File: config.mk
export PLATFORM = sky130hd
export DESIGN_NAME = rtc_regbank
export DESIGN_NICKNAME = d
export VERILOG_FILES = /design/src/rtl/rtc_pkg.sv /design/src/rtl/rtc_prescaler.sv /design/src/rtl/rtc_calendar.sv /design/src/rtl/rtc_regbank.sv
export SDC_FILE = /design/constraint.sdc
export NUM_CORES = 1
export LEC_CHECK = 0
export CORE_ASPECT_RATIO = 1.1
export CORE_MARGIN = 2
export CORE_UTILIZATION = 61
export CTS_CLUSTER_DIAMETER = 120
export DETAILED_ROUTE_END_ITERATION = 7
export PLACE_DENSITY = 0.79
export SYNTH_ARGS = -nofsm -noshare
export SYNTH_HDL_FRONTEND = slang
export SYNTH_HIERARCHICAL = 1
export SYNTH_SLANG_ARGS = --single-unit
File: constraint.sdc
create_clock -name clk -period 4.32 [get_ports clk]
set_input_delay 0.864 -clock clk [delete_from_list [all_inputs] [get_ports clk]]
set_output_delay 0.864 -clock clk [all_outputs]
set_load 0.03 [all_outputs]
File: src/rtl/rtc_pkg.sv
`timescale 1ns/1ps
package rtc_pkg;

  typedef struct packed {
    logic [7:0] yr;
    logic [7:0] mon;
    logic [7:0] date;
    logic [7:0] dow;
    logic [7:0] hr;
    logic [7:0] min;
    logic [7:0] sec;
  } rtc_time_t;

  localparam rtc_time_t RTC_RESET_TIME = '{yr: 8'h00, mon: 8'h01, date: 8'h01,
                                           dow: 8'h01, hr: 8'h00, min: 8'h00, sec: 8'h00};

  // BCD increment of a two-digit value
  function automatic logic [7:0] bcd_inc(input logic [7:0] v);
    if (v[3:0] >= 4'd9) return {v[7:4] + 4'd1, 4'd0};
    else                return {v[7:4], v[3:0] + 4'd1};
  endfunction

  // Step a BCD field, wrapping from last to first
  function automatic logic [7:0] bcd_step(input logic [7:0] v, input logic [7:0] last,
                                          input logic [7:0] first);
    return (v == last) ? first : bcd_inc(v);
  endfunction

  function automatic logic is_leap(input logic [7:0] yr);
    logic [7:0] bin;
    bin = ({4'd0, yr[7:4]} * 8'd10) + {4'd0, yr[3:0]};
    return bin[1:0] == 2'b00;
  endfunction

  function automatic logic [7:0] month_last_day(input logic [7:0] mon, input logic [7:0] yr);
    case (mon)
      8'h02:                      return is_leap(yr) ? 8'h29 : 8'h28;
      8'h04, 8'h06, 8'h09, 8'h11: return 8'h30;
      default:                    return 8'h31;
    endcase
  endfunction

  function automatic rtc_time_t next_second(input rtc_time_t t);
    rtc_time_t n;
    n = t;
    n.sec = bcd_step(t.sec, 8'h59, 8'h00);
    if (t.sec == 8'h59) begin
      n.min = bcd_step(t.min, 8'h59, 8'h00);
      if (t.min == 8'h59) begin
        n.hr = bcd_step(t.hr, 8'h23, 8'h00);
        if (t.hr == 8'h23) begin
          n.dow  = bcd_step(t.dow, 8'h07, 8'h01);
          n.date = bcd_step(t.date, month_last_day(t.mon, t.yr), 8'h01);
          if (t.date == month_last_day(t.mon, t.yr)) begin
            n.mon = bcd_step(t.mon, 8'h12, 8'h01);
            if (t.mon == 8'h12) n.yr = bcd_step(t.yr, 8'h99, 8'h00);
          end
        end
      end
    end
    return n;
  endfunction

  // Holding-cell index 1..7 maps to sec, min, hr, dow, date, mon, yr
  function automatic logic [7:0] field_of(input rtc_time_t t, input int idx);
    case (idx)
      1:       return t.sec;
      2:       return t.min;
      3:       return t.hr;
      4:       return t.dow;
      5:       return t.date;
      6:       return t.mon;
      default: return t.yr;
    endcase
  endfunction

endpackage

File: src/rtl/rtc_prescaler.sv
`timescale 1ns/1ps
module rtc_prescaler #(
  parameter int TICKS_PER_SEC = 4
) (
  input  logic clk,
  input  logic rst_n,
  input  logic sub_tick,
  input  logic clr,
  output logic sec_pulse
);
  localparam int CW = (TICKS_PER_SEC > 1) ? $clog2(TICKS_PER_SEC) : 1;
  localparam logic [CW-1:0] LAST = CW'(TICKS_PER_SEC - 1);

  logic [CW-1:0] phase_q;

  assign sec_pulse = sub_tick && !clr && (phase_q == LAST);

  always_ff @(posedge clk or negedge rst_n) begin
    if (!rst_n)                      phase_q <= '0;
    else if (clr)                    phase_q <= '0;
    else if (sub_tick) phase_q <= (phase_q == LAST) ? '0 : phase_q + CW'(1);
  end
endmodule

File: src/rtl/rtc_calendar.sv
`timescale 1ns/1ps
module rtc_calendar
  import rtc_pkg::*;
(
  input  logic      clk,
  input  logic      rst_n,
  input  logic      advance,
  input  logic      load,
  input  rtc_time_t load_val,
  output rtc_time_t now
);
  always_ff @(posedge clk or negedge rst_n) begin
    if (!rst_n)       now <= RTC_RESET_TIME;
    else if (load)    now <= load_val;
    else if (advance) now <= next_second(now);
  end
endmodule

File: src/rtl/rtc_regbank.sv
`timescale 1ns/1ps
module rtc_regbank
  import rtc_pkg::*;
#(
  parameter int ADDR_W        = 15,
  parameter int TICKS_PER_SEC = 4
) (
  input  logic              clk,
  input  logic              rst_n,
  input  logic              ce_n,
  input  logic              we_n,
  input  logic              oe_n,
  input  logic [ADDR_W-1:0] addr,
  input  logic [7:0]        wr_data,
  output logic [7:0]        rd_data,
  output logic              rd_oe,
  input  logic              sub_tick,
  input  logic              pwr_ok
);
  localparam int CTRL_WHOLD = 7;
  localparam int CTRL_RHOLD = 6;

  logic [7:0] ctrl_q;
  logic [7:0] cell_q [1:7];
  logic       adv_d;
  rtc_time_t  now;
  rtc_time_t  hold_time;

  // Named internal events
  logic       in_window;
  logic [2:0] idx;
  logic       wr_accept;
  logic       load_pulse;
  logic       sec_pulse;
  logic       hold_active;
  logic       refresh_en;

  assign in_window   = &addr[ADDR_W-1:3];
  assign idx         = addr[2:0];
  assign wr_accept   = !ce_n && !we_n && pwr_ok && in_window;
  assign load_pulse  = wr_accept && (idx == 3'd0) && ctrl_q[CTRL_WHOLD] && !wr_data[CTRL_WHOLD];
  assign hold_active = ctrl_q[CTRL_WHOLD] || ctrl_q[CTRL_RHOLD];
  assign refresh_en  = adv_d && !hold_active;
  assign hold_time   = {cell_q[7], cell_q[6], cell_q[5], cell_q[4], cell_q[3], cell_q[2], cell_q[1]};

  rtc_prescaler #(.TICKS_PER_SEC(TICKS_PER_SEC)) u_presc (
    .clk(clk), .rst_n(rst_n), .sub_tick(sub_tick), .clr(load_pulse), .sec_pulse(sec_pulse)
  );

  rtc_calendar u_cal (
    .clk(clk), .rst_n(rst_n), .advance(sec_pulse), .load(load_pulse),
    .load_val(hold_time), .now(now)
  );

  always_ff @(posedge clk or negedge rst_n) begin
    if (!rst_n) begin
      adv_d  <= 1'b0;
      ctrl_q <= 8'h00;
    end else begin
      adv_d <= sec_pulse;
      if (wr_accept && idx == 3'd0) ctrl_q <= wr_data;
    end
  end

  for (genvar i = 1; i <= 7; i++) begin : g_cell
    always_ff @(posedge clk or negedge rst_n) begin
      if (!rst_n)                             cell_q[i] <= field_of(RTC_RESET_TIME, i);
      else if (wr_accept && idx == 3'(i))     cell_q[i] <= wr_data;
      else if (refresh_en)                    cell_q[i] <= field_of(now, i);
    end
  end

  logic [7:0] rd_mux;
  always_comb begin
    case (idx)
      3'd0:    rd_mux = ctrl_q;
      3'd1:    rd_mux = cell_q[1];
      3'd2:    rd_mux = cell_q[2];
      3'd3:    rd_mux = cell_q[3];
      3'd4:    rd_mux = cell_q[4];
      3'd5:    rd_mux = cell_q[5];
      3'd6:    rd_mux = cell_q[6];
      default: rd_mux = cell_q[7];
    endcase
  end

  assign rd_oe   = !ce_n && we_n && !oe_n;
  assign rd_data = (rd_oe && in_window) ? rd_mux : 8'h00;
endmodule

==> flow_metrics.tcl, run 1 <==
set metrics [dict create \
    post-route-period-util_pct 94.31 \
    seq_area_mm2 0.003085 \
    crit_path_start_kind "primary input" \
    critPathArrivalTime_ns 3.21 \
    startpoint "addr[0]" \
    yosys_warnings 6 \
    first_pass_iters 6 \
    max_slew_margin_pct 36.74 \
    antenna_found_initial 0 \
    place_hpwl_um 15650 \
    io_buffers 38 \
    final_hold_viol_count 0 \
    end_kind "output pin" \
    root_buffer "clkbuf_16" \
    r2r-start "ctrl_q[7]" \
    grt_setup_unrepaired "false" \
    routedWlPerCell_um 21.94 \
    synth_common_cells "dfrtp_1, a21oi_1, nand2_1" \
    netlist_instances 842 \
    cp.required_ns 3.46 \
    hp-class "reg -> reg" \
    p_leak_nw 3.896 \
    report.final.slew_viol_count 0 \
    drt-vias-per-instance 6.759 \
    fin_ws_ns 0.2456 \
    gr-usage-all-layers_pct 34.09 \
    io_pins 39 \
    cts-buffers-inserted 17 \
    clock_latency_ns 0.43 \
    cts_tree "built" \
    cts.clk_slew.worst_paths_ns 0.05 \
    period_needed_ns 4.074 \
    route.detailed.drc 0 \
    holdCritStartpoint "ctrl_q[4]" \
    synth_top_area_share_pct 36.92 \
    synth_fp_nets 910 \
    die_area_mm2 0.01393 \
    n_antenna_cell 0 \
    h-tree-depth 4 \
    die_w_um 112.7 \
    cap_violations 0 \
    grt_pass1_wl_um 36720 \
    clock.fmax_mhz 245.4 \
    grt_overflow_total 0 \
    drive_gt1_share_pct 16.38 \
    multiInputGateArea_mm2 0.004518 \
    initial_core_util_pct 62.72 \
    postCtsHoldBufs 0 \
    worstPathMaxFanout 21 \
    cts_resized 0 \
    core_mm2 0.01264 \
    setup_viol 0 \
    grt_max_degree 91 \
    synth_area_leaders "dfrtp_1, mux2i_1, ha_1" \
    drtIter0Drc 734 \
    run_status "complete, no violations" \
    ys_types 77 \
    ant_nets 0 \
    post-synth-top-count-cell "dfrtp_1" \
    synthArstFlopShare_pct 100.0 \
    ctsLongestPathBuffers 2 \
    synth-seq-area-share_pct 38.91 \
    numClockSinks 123 \
    ys_seq_elements 123 \
    finClkSkew_ns 0.005709 \
    critical_path_class "in -> out" \
    rows 43 \
    utilization_pct 72.44 \
    synth_edf_count 0 \
    post-place-ws_ns 0.02399 \
    grt_pass1_vias 6933 \
    vias 7002 \
    dieHeight_um 123.6 \
    drt_wl_total_um 22730 \
    nFillCells 864 \
    synth_area_leader_cell "dfrtp_1" \
    syn_to_final_growth_pct 15.49 \
    fin_cells 1036 \
    totalPowerFinal_mw 3.413 \
    syn_area_per_cell_um2 9.418 \
    syn_area_mm2 0.007930 \
    finalNetCount 934 \
    dpl.cell_count 1004 \
    postCtsSetupRepairBufs 0 \
    p_per_area_mw_per_mm2 372.6 \
    place_congestion 0.9369 \
    vdd_drop_max_mv 0.4401 \
    tightestPinTransition_ns 0.9403 \
    synth_ff_type "dfrtp_1" \
    whs_ns 0.5067 \
]
==> critical path: stages <==
cell             delay, ns
clkdlybuf4s50_1       0.72
buf_4                 0.35
mux4_2                0.28
nor2_1                0.04
a2111oi_1             0.67
buf_4                 0.28
==> sequential cells by signal, summed over array words and instances, names as in the netlist <==
signal / flops
u_cal/now: 56
u_presc/phase_q: 2
ctrl_q: 8
adv_d: 1
cell_q: 56
==> cells by family (layout without fill, tap and decap cells) <==
kind of cell               count (synthesis)  after routing  share of synthesized area [%]
muxes                                     99             99                          14.07
adders and majority gates                 38             38                          5.996
buffers and inverters                     87            124                          4.544
AOI/OAI and AO/OA                        219            219                          17.83
DFF                                      123            123                          38.91
and+or+nand+nor                          274            274                          18.43
xor gates and xnor gates                   2              2                         0.2209
==> cells in the final DEF, fill, tap and decap left out, types with 5 or more instances in the layout <==
cell type | synthesis | routed
a211oi_1 | 8 | 8
a21boi_0 | 5 | 5
a21oi_1 | 73 | 72
a22oi_1 | 10 | 10
a2bb2oi_1 | 7 | 7
a31oi_1 | 10 | 10
and3_1 | 10 | 10
buf_4 | 2 | 26
bufinv_16 | 0 | 6
clkbuf_16 | 0 | 17
clkdlybuf4s50_1 | 0 | 31
dfrtp_1 | 117 | 117
dfstp_2 | 6 | 6
ha_1 | 38 | 38
inv_1 | 31 | 31
mux2_2 | 38 | 38
mux2_4 | 8 | 8
mux2i_1 | 50 | 50
nand2_1 | 61 | 61
nand2b_1 | 11 | 11
nand3_1 | 30 | 30
nand4_1 | 10 | 10
nor2_1 | 43 | 42
nor2b_1 | 8 | 8
nor3_1 | 53 | 53
nor4_1 | 7 | 6
o211ai_1 | 5 | 5
o21ai_0 | 49 | 49
o31ai_1 | 7 | 7
or2_2 | 7 | 7
==> through the flow <==
stage | setup TNS [ns] | area, µm²
after CTS | 0 | 9159
after detailed placement | 0 | 8486
after floorplan | -0.04748 | 7960
after global routing | 0 | 9159
after global placement | 0 | 8486
final | 0 | 9159
==> final timing paths <==
path / cells after the start / to / slack (ns)
setup reg to reg: 10 / u_cal/now[51] / 1.34
hold / removal: 1 / ctrl_q[4] / 0.51
min in group asynchronous: 1 / u_cal/now[50] / 0.57
max in group asynchronous: 2 / cell_q[16] / 2.76
setup / recovery: 6 / rd_data[6] / 0.25
hold reg to reg: 1 / ctrl_q[4] / 0.51
==> power breakdown <==
| group | leakage, nW | internal, mW | switching (mW) |
|---|---|---|---|
| registers | 1.59 | 1.23 | 0.0916 |
| logic | 1.99 | 0.201 | 0.263 |
| clock network | 0.319 | 1.08 | 0.544 |
| total | 3.90 | 2.51 | 0.898 |
==> cell type report <==
| class | instances | area share [%] |
|---|---|---|
| clock buffers | 17 | 4.645 |
| clock inverters | 15 | 2.705 |
| inverters | 32 | 1.311 |
| multi-input cells | 632 | 49.33 |
| flip-flops and latches | 123 | 33.69 |
| well taps | 157 | 2.145 |
| repair buffers | 60 | 6.175 |
==> per-layer routing <==
layer | GRT usage (%) | up-vias | wire length, µm
met1 | 43.16 | 3347 | 8994
met5 | 0 | - | 0
met3 | 6.715 | 112 | 1760
met4 | 22.33 | 0 | 1423
met2 | 53.78 | 375 | 10550
li1 | - | 3168 | -
(Power assumes the default switching activity.)
==> inputs of run 2 (changes only) <==
--- a/config.mk
+++ b/config.mk
@@ -7,10 +7,11 @@
 export LEC_CHECK = 0
 export CORE_ASPECT_RATIO = 1.1
 export CORE_MARGIN = 2
-export CORE_UTILIZATION = 61
+export CORE_UTILIZATION = 39
 export CTS_CLUSTER_DIAMETER = 120
 export DETAILED_ROUTE_END_ITERATION = 7
-export PLACE_DENSITY = 0.79
+export HOLD_SLACK_MARGIN = 0.02
+export PLACE_DENSITY = 0.54
 export SYNTH_ARGS = -nofsm -noshare
 export SYNTH_HDL_FRONTEND = slang
 export SYNTH_HIERARCHICAL = 1
==> run 2 against run 1 <==
Net effect:
- sequential share of layout area down 0.54 points
- flip-flop and latch count unchanged
- via count fell by 3.5%
- register-to-register slack worse by 0.13 ns
- clock power fell by 7%
- final cell count up 9.8%
- largest power group unchanged
- final area grew 1.6%
- first-iteration DRC count decreased by 41%
- utilization is 26 points lower
==> flow_metrics.tcl, run 2 (synthesis results as in run 1) <==
set metrics [dict create \
    post-place-ws_ns 0.06847 \
    core_mm2 0.01986 \
    critPathArrivalTime_ns 3.11 \
    design_area_mm2 0.009308 \
    place_hpwl_um 17750 \
    top_usage_layer "met2" \
    clock_latency_ns 0.42 \
    grt_setup_unrepaired "false" \
    root_buffer "clkbuf_16" \
    end_kind "output pin" \
    report.final.slew_viol_count 0 \
    finalNetCount 941 \
    grt_pass1_vias 6901 \
    n_antenna_cell 0 \
    critical-path-slowest-cell "clkdlybuf4s50_1" \
    p_sw_mw 0.8604 \
    io_pins 39 \
    routedWlPerCell_um 21.23 \
    first_pass_iters 4 \
    dieHeight_um 153.6 \
    r2r-end "u_cal/now[51]" \
    p_leak_nw 3.933 \
    drt_wl_total_um 24160 \
    max_stage_delay_ns 0.59 \
    dpl.cell_count 1106 \
    initial_core_util_pct 39.92 \
    vias 6755 \
    cts-buffers-inserted 17 \
    max_slew_margin_pct 48.35 \
    worstPathMaxFanout 14 \
    die_area_mm2 0.02149 \
    drive_gt1_share_pct 16.82 \
    cp.required_ns 3.46 \
    gr-usage-all-layers_pct 22.97 \
    r2r-start "u_presc/phase_q[0]" \
    crit_path_start_kind "primary input" \
    grt_pass1_wl_um 38720 \
    clock.fmax_mhz 251.5 \
    nFillCells 1909 \
    setup_viol 0 \
    period_needed_ns 3.976 \
    route.detailed.drc 0 \
    run_status "complete, no violations" \
    cts_resized 0 \
    io_buffers 38 \
    finClkSkew_ns 0.008395 \
    use_met1_pct 29.99 \
    ant_nets 0 \
    numClockSinks 123 \
    tightestPinTransition_ns 0.7748 \
    post-route-period-util_pct 92.03 \
    place_congestion 0.8659 \
    p_seq_share_pct 40.6 \
    internal-power_mw 2.413 \
    final_hold_viol_count 0 \
    critical_path_class "in -> out" \
    crit_chain "clkdlybuf4s50_1 -> buf_4 -> buf_4 -> mux4_2 -> nor2_1 -> a2111oi_1 -> buf_4 -> buf_12" \
    drtIter0Drc 430 \
    grt_max_degree 67 \
    layout_common_cells "dfrtp_1, a21oi_1, nand2_1" \
    drt-vias-per-instance 5.936 \
    cts_tree "built" \
    grt_use_met2_pct 38.93 \
    p_per_area_mw_per_mm2 351.7 \
    grt_overflow_total 0 \
    antenna_found_initial 0 \
    place_area_mm2 0.008692 \
    postCtsSetupRepairBufs 0 \
    syn_to_final_growth_pct 17.37 \
    rows 54 \
    hp-class "in -> async" \
    fin_cells 1138 \
    power.clock.fraction_pct 45.7 \
    fin_ws_ns 0.3442 \
    reg_top3 "cell_q: 56 flops, u_cal/now: 56 flops, ctrl_q: 8 flops" \
    vdd_drop_max_mv 0.2806 \
    sw_frac_of_total_pct 26.28 \
    whs_ns 0.5028 \
    postCtsHoldBufs 0 \
    cap_violations 0 \
    h-tree-depth 4 \
    fin_setup_tns_ns 0 \
    die_w_um 140.0 \
    grtUsageMet3_pct 4.298 \
    r2r_cells 10 \
    comb_power_share_pct 13.7 \
    layout_commonest_cell "dfrtp_1" \
    ctsLongestPathBuffers 2 \
    cp_common_cell "buf_4" \
    cts.clk_slew.worst_paths_ns 0.05 \
    r2r_slack_ns 1.21 \
]
-- run 2: changes by cell type in the layout (fill, tap and decap cells not counted) --
| cell | before | now |
|---|---|---|
| clkbuf_1 | 0 | 3 |
| clkinvlp_4 | 3 | 0 |
| clkbuf_8 | 0 | 5 |
| clkinv_4 | 4 | 0 |
| buf_4 | 26 | 31 |
| bufinv_16 | 6 | 3 |
| clkinv_2 | 2 | 4 |
| clkdlybuf4s50_1 | 31 | 30 |
| buf_12 | 3 | 6 |
-- run 2: worst max-delay path by stage --
stage               startpoint  cells past startpoint  slack, ns            end
global route           addr[0]                      6       0.32     rd_data[2]
CTS                    addr[0]                      6       0.34     rd_data[2]
floorplan              addr[2]                     16      -0.05  u_cal/now[39]
detailed placement     addr[2]                     12       0.07  u_cal/now[44]
finish                 addr[0]                      8       0.34     rd_data[3]
global placement       addr[2]                     12       0.12  u_cal/now[43]
-- run 2: stage by stage --
step,total power [mW],util (%)
final,3.273,46.86
after global routing,3.404,46.86
after CTS,3.295,46.86
after detailed placement,1.797,43.76
after global placement,1.786,43.76
after floorplan,1.608,-
-- run 2: layout make-up --
| type | instances | area (µm²) | area share, % |
|---|---|---|---|
| Sequential cell | 123 | 3085 | 33.15 |
| Timing Repair Buffer | 67 | 653.1 | 7.017 |
| Clock buffer | 25 | 505.5 | 5.431 |
| Multi-Input combinational cell | 632 | 4518 | 48.54 |
| Clock inverter | 7 | 110.1 | 1.183 |
| Inverter | 32 | 120.1 | 1.290 |
| Tap cell | 252 | 315.3 | 3.388 |
-- run 2: layer usage --
layer | vias to the layer above | routed length (µm)
met3 | 28 | 925
li1 | 3181 | -
met5 | - | 0
met1 | 3374 | 10660
met4 | 0 | 442
met2 | 172 | 12130
-- run 2: power by group through the flow --
stage,sequential (mW),combinational (mW),clock [mW]
after detailed placement,1.35,0.450,0
after global routing,1.34,0.490,1.58
after floorplan,1.31,0.302,0
after global placement,1.35,0.437,0
final,1.33,0.447,1.50
after CTS,1.33,0.449,1.52
-- run 2: worst max-delay path, delay by kind of cell --
family,cells,cell delay [ns]
AND/OR/NAND/NOR,1,0.04
AO/OA/AOI/OAI,1,0.46
multiplexers,1,0.34
buffers and inverters,5,1.39
